==> src/rtl/vsag_pkg.sv <==
package vsag_pkg;
    typedef enum logic [1:0] {
        ST_IDLE  = 2'd0,
        ST_ISSUE = 2'd1,
        ST_DONE  = 2'd2
    } vsag_state_e;
endpackage

==> src/rtl/vsag_fsm.sv <==
module vsag_fsm
    import vsag_pkg::*;
(
    input  logic        clk,
    input  logic        rst_n,
    input  logic        start,
    input  logic        n_zero,
    input  logic        xfer,
    input  logic        last_elem,
    output vsag_state_e state,
    output logic        load,
    output logic        issuing,
    output logic        done
);
    vsag_state_e state_q, state_d;

    always_ff @(posedge clk or negedge rst_n) begin
        if (!rst_n) state_q <= ST_IDLE;
        else        state_q <= state_d;
    end

    always_comb begin
        state_d = state_q;
        unique case (state_q)
            ST_IDLE:  if (start) state_d = n_zero ? ST_DONE : ST_ISSUE;
            ST_ISSUE: if (xfer && last_elem) state_d = ST_DONE;
            ST_DONE:  state_d = ST_IDLE;
            default:  state_d = ST_IDLE;
        endcase
    end

    always_comb begin
        load    = 1'b0;
        issuing = 1'b0;
        done    = 1'b0;
        unique case (state_q)
            ST_IDLE:  load    = start && !n_zero;
            ST_ISSUE: issuing = 1'b1;
            ST_DONE:  done    = 1'b1;
            default:  ;
        endcase
    end

    assign state = state_q;


    busy_ignore_chk: assert property (@(posedge clk) disable iff (!rst_n)
        (state_q == ST_ISSUE) && !(xfer && last_elem) |=> state_q == ST_ISSUE);


    done_single_chk: assert property (@(posedge clk) disable iff (!rst_n)
        (state_q == ST_DONE) |=> state_q == ST_IDLE);
endmodule

==> src/rtl/vsag_strip_ctl.sv <==
module vsag_strip_ctl #(
    parameter int MVL   = 64,
    parameter int CNT_W = 16,
    parameter int LEN_W = $clog2(MVL + 1)
) (
    input  logic             clk,
    input  logic             rst_n,
    input  logic             load,
    input  logic [CNT_W-1:0] n_in,
    input  logic             xfer,
    output logic [LEN_W-1:0] vl,
    output logic             strip_open,
    output logic             last_elem
);
    localparam int              MVL_LG = (MVL > 1) ? $clog2(MVL) : 1;
    localparam logic [LEN_W-1:0] MVL_V  = LEN_W'(MVL);

    logic [LEN_W-1:0] rem;
    logic [LEN_W-1:0] first_len;
    logic [CNT_W-1:0] remain_q;
    logic [LEN_W-1:0] left_q;
    logic [LEN_W-1:0] vl_q;
    logic             first_q;

    generate
        if ((MVL & (MVL - 1)) == 0) begin : g_pow2
            assign rem = LEN_W'(n_in[MVL_LG-1:0]);
        end else begin : g_modulo
            assign rem = LEN_W'(n_in % CNT_W'(MVL));
        end
    endgenerate

    assign first_len = (rem == '0) ? MVL_V : rem;

    always_ff @(posedge clk or negedge rst_n) begin
        if (!rst_n) begin
            remain_q <= '0;
            left_q   <= '0;
            vl_q     <= '0;
            first_q  <= 1'b0;
        end else if (load) begin
            remain_q <= n_in;
            left_q   <= first_len;
            vl_q     <= first_len;
            first_q  <= 1'b1;
        end else if (xfer) begin
            remain_q <= remain_q - 1'b1;
            if (left_q == LEN_W'(1)) begin
                left_q  <= MVL_V;
                vl_q    <= MVL_V;
                first_q <= 1'b1;
            end else begin
                left_q  <= left_q - 1'b1;
                first_q <= 1'b0;
            end
        end
    end

    assign vl         = vl_q;
    assign strip_open = first_q;
    assign last_elem  = (remain_q == CNT_W'(1));


    vl_load_chk: assert property (@(posedge clk) disable iff (!rst_n)
        load |=> (vl_q != '0) && (vl_q <= MVL_V) && first_q);


    strip_roll_chk: assert property (@(posedge clk) disable iff (!rst_n)
        xfer && !load && (left_q == LEN_W'(1)) && (remain_q > CNT_W'(1))
        |=> first_q && (vl_q == MVL_V) && (left_q == MVL_V));
endmodule

==> src/rtl/vsag_addr_acc.sv <==
module vsag_addr_acc #(
    parameter int ADDR_W   = 32,
    parameter int STRIDE_W = 16
) (
    input  logic                clk,
    input  logic                rst_n,
    input  logic                load,
    input  logic [ADDR_W-1:0]   base,
    input  logic [STRIDE_W-1:0] stride,
    input  logic [1:0]          esz,
    input  logic                xfer,
    output logic [ADDR_W-1:0]   addr
);
    localparam int EXT_W = ADDR_W - STRIDE_W;

    logic [ADDR_W-1:0] stride_ext;
    logic [ADDR_W-1:0] step_q;
    logic [ADDR_W-1:0] addr_q;

    assign stride_ext = {{EXT_W{stride[STRIDE_W-1]}}, stride};

    always_ff @(posedge clk or negedge rst_n) begin
        if (!rst_n) begin
            step_q <= '0;
            addr_q <= '0;
        end else if (load) begin
            step_q <= stride_ext << esz;
            addr_q <= base;
        end else if (xfer) begin
            addr_q <= addr_q + step_q;
        end
    end

    assign addr = addr_q;


    addr_step_chk: assert property (@(posedge clk) disable iff (!rst_n)
        xfer && !load |=> addr_q == $past(addr_q) + $past(step_q));
endmodule

==> src/rtl/vec_stride_agen.sv <==
module vec_stride_agen
    import vsag_pkg::*;
#(
    parameter int ADDR_W   = 32,
    parameter int STRIDE_W = 16,
    parameter int CNT_W    = 16,
    parameter int MVL      = 64,
    parameter int LEN_W    = $clog2(MVL + 1)
) (
    input  logic                clk,
    input  logic                rst_n,
    input  logic                start,
    input  logic [ADDR_W-1:0]   base_addr,
    input  logic [STRIDE_W-1:0] stride,
    input  logic [1:0]          elem_sz,
    input  logic [CNT_W-1:0]    total_n,
    output logic [ADDR_W-1:0]   addr,
    output logic                addr_valid,
    input  logic                addr_ready,
    output logic [LEN_W-1:0]    vl,
    output logic                strip_first,
    output logic                done
);
    vsag_state_e state;
    logic        load, issuing, xfer, last_elem, strip_open;

    assign xfer = issuing && addr_ready;

    vsag_fsm u_fsm (
        .clk       (clk),
        .rst_n     (rst_n),
        .start     (start),
        .n_zero    (total_n == '0),
        .xfer      (xfer),
        .last_elem (last_elem),
        .state     (state),
        .load      (load),
        .issuing   (issuing),
        .done      (done)
    );

    vsag_strip_ctl #(.MVL(MVL), .CNT_W(CNT_W), .LEN_W(LEN_W)) u_strip (
        .clk        (clk),
        .rst_n      (rst_n),
        .load       (load),
        .n_in       (total_n),
        .xfer       (xfer),
        .vl         (vl),
        .strip_open (strip_open),
        .last_elem  (last_elem)
    );

    vsag_addr_acc #(.ADDR_W(ADDR_W), .STRIDE_W(STRIDE_W)) u_acc (
        .clk    (clk),
        .rst_n  (rst_n),
        .load   (load),
        .base   (base_addr),
        .stride (stride),
        .esz    (elem_sz),
        .xfer   (xfer),
        .addr   (addr)
    );

    assign addr_valid  = issuing;
    assign strip_first = issuing && strip_open;


    stall_hold_chk: assert property (@(posedge clk) disable iff (!rst_n)
        addr_valid && !addr_ready |=> addr_valid && $stable(addr) && $stable(vl) && $stable(strip_first));


    done_quiet_chk: assert property (@(posedge clk) disable iff (!rst_n)
        done |-> !addr_valid);


    empty_done_chk: assert property (@(posedge clk) disable iff (!rst_n)
        (state == ST_IDLE) && start && (total_n == '0) |=> done && !addr_valid);


    first_offer_chk: assert property (@(posedge clk) disable iff (!rst_n)
        (state == ST_IDLE) && start && (total_n != '0) |=> addr_valid && strip_first);
endmodule

==> config.mk <==
export PLATFORM = sky130hd
export DESIGN_NAME = vec_stride_agen
export DESIGN_NICKNAME = d
export VERILOG_FILES = /design/src/rtl/vsag_pkg.sv /design/src/rtl/vsag_fsm.sv /design/src/rtl/vsag_strip_ctl.sv /design/src/rtl/vsag_addr_acc.sv /design/src/rtl/vec_stride_agen.sv
export SDC_FILE = /design/constraint.sdc
export NUM_CORES = 1
export LEC_CHECK = 0
export ABC_AREA = 1
export BUFFER_PORTS_ARGS = -buffer_cell sky130_fd_sc_hd__buf_2
export CORE_MARGIN = 2
export CORE_UTILIZATION = 58
export CTS_CLUSTER_SIZE = 28
export DETAILED_ROUTE_END_ITERATION = 10
export PLACE_DENSITY = 0.82
export SLEW_MARGIN = 20
export SYNTH_ARGS = -nofsm -noshare
export SYNTH_HDL_FRONTEND = slang
export SYNTH_SLANG_ARGS = --single-unit
==> constraint.sdc <==
create_clock -name clk -period 2.6 [get_ports clk]
set_clock_uncertainty 0.15 [all_clocks]
set_input_delay 0.52 -clock clk [delete_from_list [all_inputs] [get_ports clk]]
set_output_delay 0.52 -clock clk [all_outputs]
set_load 0.02 [all_outputs]
==> reports/qor.txt <==
cell repeated most along the worst path - nand3_1
Syn Inst Count - 1068
Slew HR - 64.4%
Final Util - 67.7%
setup slack, reg-to-reg - 180 ps
GR Util All Layers - 28.5%
share of cells above drive strength 1 - 12.0%
Slew @ Worst Pin - 534 ps
post-route minimum period - 2420 ps
critical path launch point type - flip-flop
clock network fraction of total power - 11.6%
standby leakage power - 4.46 nW
number of fillers in the final layout - 1077
n_diodes - 0
Avg WL per Cell - 12.9 um
CTS tree - built
Post-Place Cells - 1305
outcome - finished, final reports clean
WP data required - 2680 ps
largest net degree at the start of global routing - 66
Area contributors post-synth - dfrtp_1, nand2_1, inv_1, ha_1, nand3_1
port buffer count - 111
maximum root-to-sink buffer count - 2
nets - 1280
Critical Path End Type - flip-flop
synthesized area - 0.00667 mm2
Cell Rows - 39
vias in the first global route - 6358
Max IR drop VDD - 0.000639 V
I/O Pins - 112
Detailed Routing Iterations Pass 1 - 5
Largest delay share family, worst path - simple AND/OR/NAND/NOR gates
initial drt markers - 487
antenna violations before repair - 0
switch share - 53.1%
core area - 0.0113 mm2
crit-path max FO - 4
leading area contributor after synthesis - dfrtp_1
Peak Freq - 414 MHz
final slew viol count - 0
Fin. Hold Viols - 0
Seq pwr share - 23.6%
final worst-path cycle share - 92.9%
max incr delay on CP - 470 ps
Arrival @ worst endpoint - 2490 ps
Yosys cell types - 35
crit-path cells - ha_1 -> fa_1 -> nand3_1 -> nand3_1 -> nand3_1 -> nand3_2 -> nand2_1 -> nand3_1 -> nand3_1 -> nand2_1
crit path max-delay cell type - fa_1
HP Class - input pin to flip-flop
Setup Buffers After CTS - 0
Critical Setup Path Class - flip-flop to flip-flop
Switch Pwr - 5.77 mW
Syn Nets - 1174
Setup-failing EPs final - 0
die width - 111 um
Post-DRT Antenna Nets - 0
Multi-input gate area - 0.00384 mm2
Starting Density - 58.9%
final WL - 17100 um
area fraction of the dominant cell type after synthesis - 31.5%
clock sinks - 84
register area - 0.00210 mm2
Crit path buffers/inverters - 0
Final WS setup - 184 ps
sequential fraction of the synthesis area - 31.5%
CTS H-tree depth - 3
Root Driver - clkbuf_16
area grow syn2layout - 14.8%
Die Ht - 111 um
internal power consumption - 5.10 mW
worst-skew pair later-pin latency - 340 ps
max cap viols - 0
final HPWL from detailed placement - 13000 um
first-pass GRT wire length - 29000 um
Worst-path clk slew - 60 ps
Yosys reg bits - 84
die area - 0.0124 mm2
Avg Inst Size Synth - 6.25 um2
unrepaired setup endpoints after global routing - false
Fin Setup TNS - 0 ps
Place WS - 211 ps
YS warnings - 0
DR vias - 6850
Gate power share - 64.8%
fin cells - 1322
CTS buffer count - 9
grt total ovfl - 0
Via density - 5.18
drt drc - 0
Power Dens Cells - 1420 mW/mm2
final RePlAce weighted congestion - 0.934
==> cells in the final DEF (no fill, tap or decap), types with 3 or more instances in the layout <==
cell	netlist	final
buf_4	3	5
inv_1	158	158
clkbuf_16	0	9
o211ai_1	15	15
buf_2	8	110
nor2_1	91	91
nand2_1	445	445
xnor2_1	13	13
o21ai_1	2	3
xor2_1	6	6
dfrtp_1	84	84
ha_1	35	35
a21oi_1	31	31
mux2i_1	12	12
a31oi_1	10	10
o21ai_0	37	36
nor3_1	6	6
nand4_1	8	8
nand3_1	72	71
==> flip-flops by register name (all words and copies together), names as in the netlist <==
signal              flops
u_strip.left_q          7
u_strip.vl              7
u_acc.step_q           19
u_strip.strip_open      1
u_acc.addr             32
u_fsm.state             2
u_strip.remain_q       16
==> per-stage QoR <==
step                      hold WS (ps)  total power, mW  cell area [um2]
after CTS                          239             10.8             7650
final                              243             10.9             7660
after global placement             299             9.39             7360
after global routing               253             12.0             7660
after floorplan                   74.4             7.72             6670
after detailed placement           304             9.50             7360
==> power by group through the flow <==
stage	sequential, mW	combinational (mW)	clock, mW
6_report	2.57	7.04	1.26
5_1_grt	2.66	8.03	1.34
4_1_cts	2.56	6.98	1.27
3_5_place_dp	2.58	6.91	0
3_3_place_gp	2.57	6.82	0
2_1_floorplan	2.81	4.91	0
==> kinds of logic (layout without fill, tap and decap cells) <==
kind of cell    after synthesis  in the layout  share of synthesized area [%]
simple gates                632            632                           37.8
buf+inv                     184            295                           10.9
compound gates              101            101                           8.57
flops                        84             84                           31.5
fa+ha+maj                    36             36                           6.86
xor+xnor                     19             19                           2.49
mux                          12             12                           1.80
==> area by class of cell <==
cell class | count | share of cell area (%)
sequential | 84 | 27.4
multi-input combinational | 800 | 50.2
clock inverter | 4 | 0.408
clock buffer | 12 | 3.35
inverter | 161 | 7.92
tap | 143 | 2.34
timing repair buffer | 118 | 8.33
==> synthesized netlist by cell type (all sizes together) <==
library cell and instances:
or2 2, mux2i 12, o221ai 1, dfrtp 84
nor3 6, buf 13, fa 1, nor3b 1
inv 161, xor2 6, nand3b 2, a21oi 31
nor4 1, o211ai 15, o21bai 2, o31ai 2
clkbuf 10, o21ai 39, nor2 92, nand2 448
a31oi 10, nand3 72, ha 35, nand4 8
xnor2 13, a21o 1
==> layer usage <==
metal	part of all wire, %	track usage, %	vias to the layer above	routed length [um]
met5	0	0	-	0
met4	1.6	7.08	0	271
met3	6.2	5.03	25	1060
met2	46	47.1	190	7910
met1	46	39.2	3085	7870
li1	-	-	3550	-
==> worst min-delay path, cell delays in order <==
cell	delay, ps
buf_2	70
nand2_1	40
nand3_1	60
==> what timing repair did <==
item,4_1_cts,5_1_grt
hold buffers,1,0
gates resized for setup,0,2
setup endpoints to repair,0,3
hold endpoints to repair,34,0
==> worst paths after layout <==
kind / to / cells after the start / from
worst max-delay path: u_acc.addr[28]$_DFFE_PN0N_ / 10 / u_acc.addr[0]$_DFFE_PN0N_
worst min-delay path: u_acc.addr[17]$_DFFE_PN0N_ / 3 / base_addr[17]
worst max register to register: u_acc.addr[28]$_DFFE_PN0N_ / 10 / u_acc.addr[0]$_DFFE_PN0N_
worst min register to register: u_strip.vl[2]$_DFFE_PN0P_ / 2 / u_strip.vl[2]$_DFFE_PN0P_
max in group asynchronous: u_acc.addr[30]$_DFFE_PN0N_ / 3 / rst_n
min in group asynchronous: u_acc.step_q[2]$_DFFE_PN0P_ / 2 / rst_n
No activity file was read; power rests on OpenSTA's default activity.
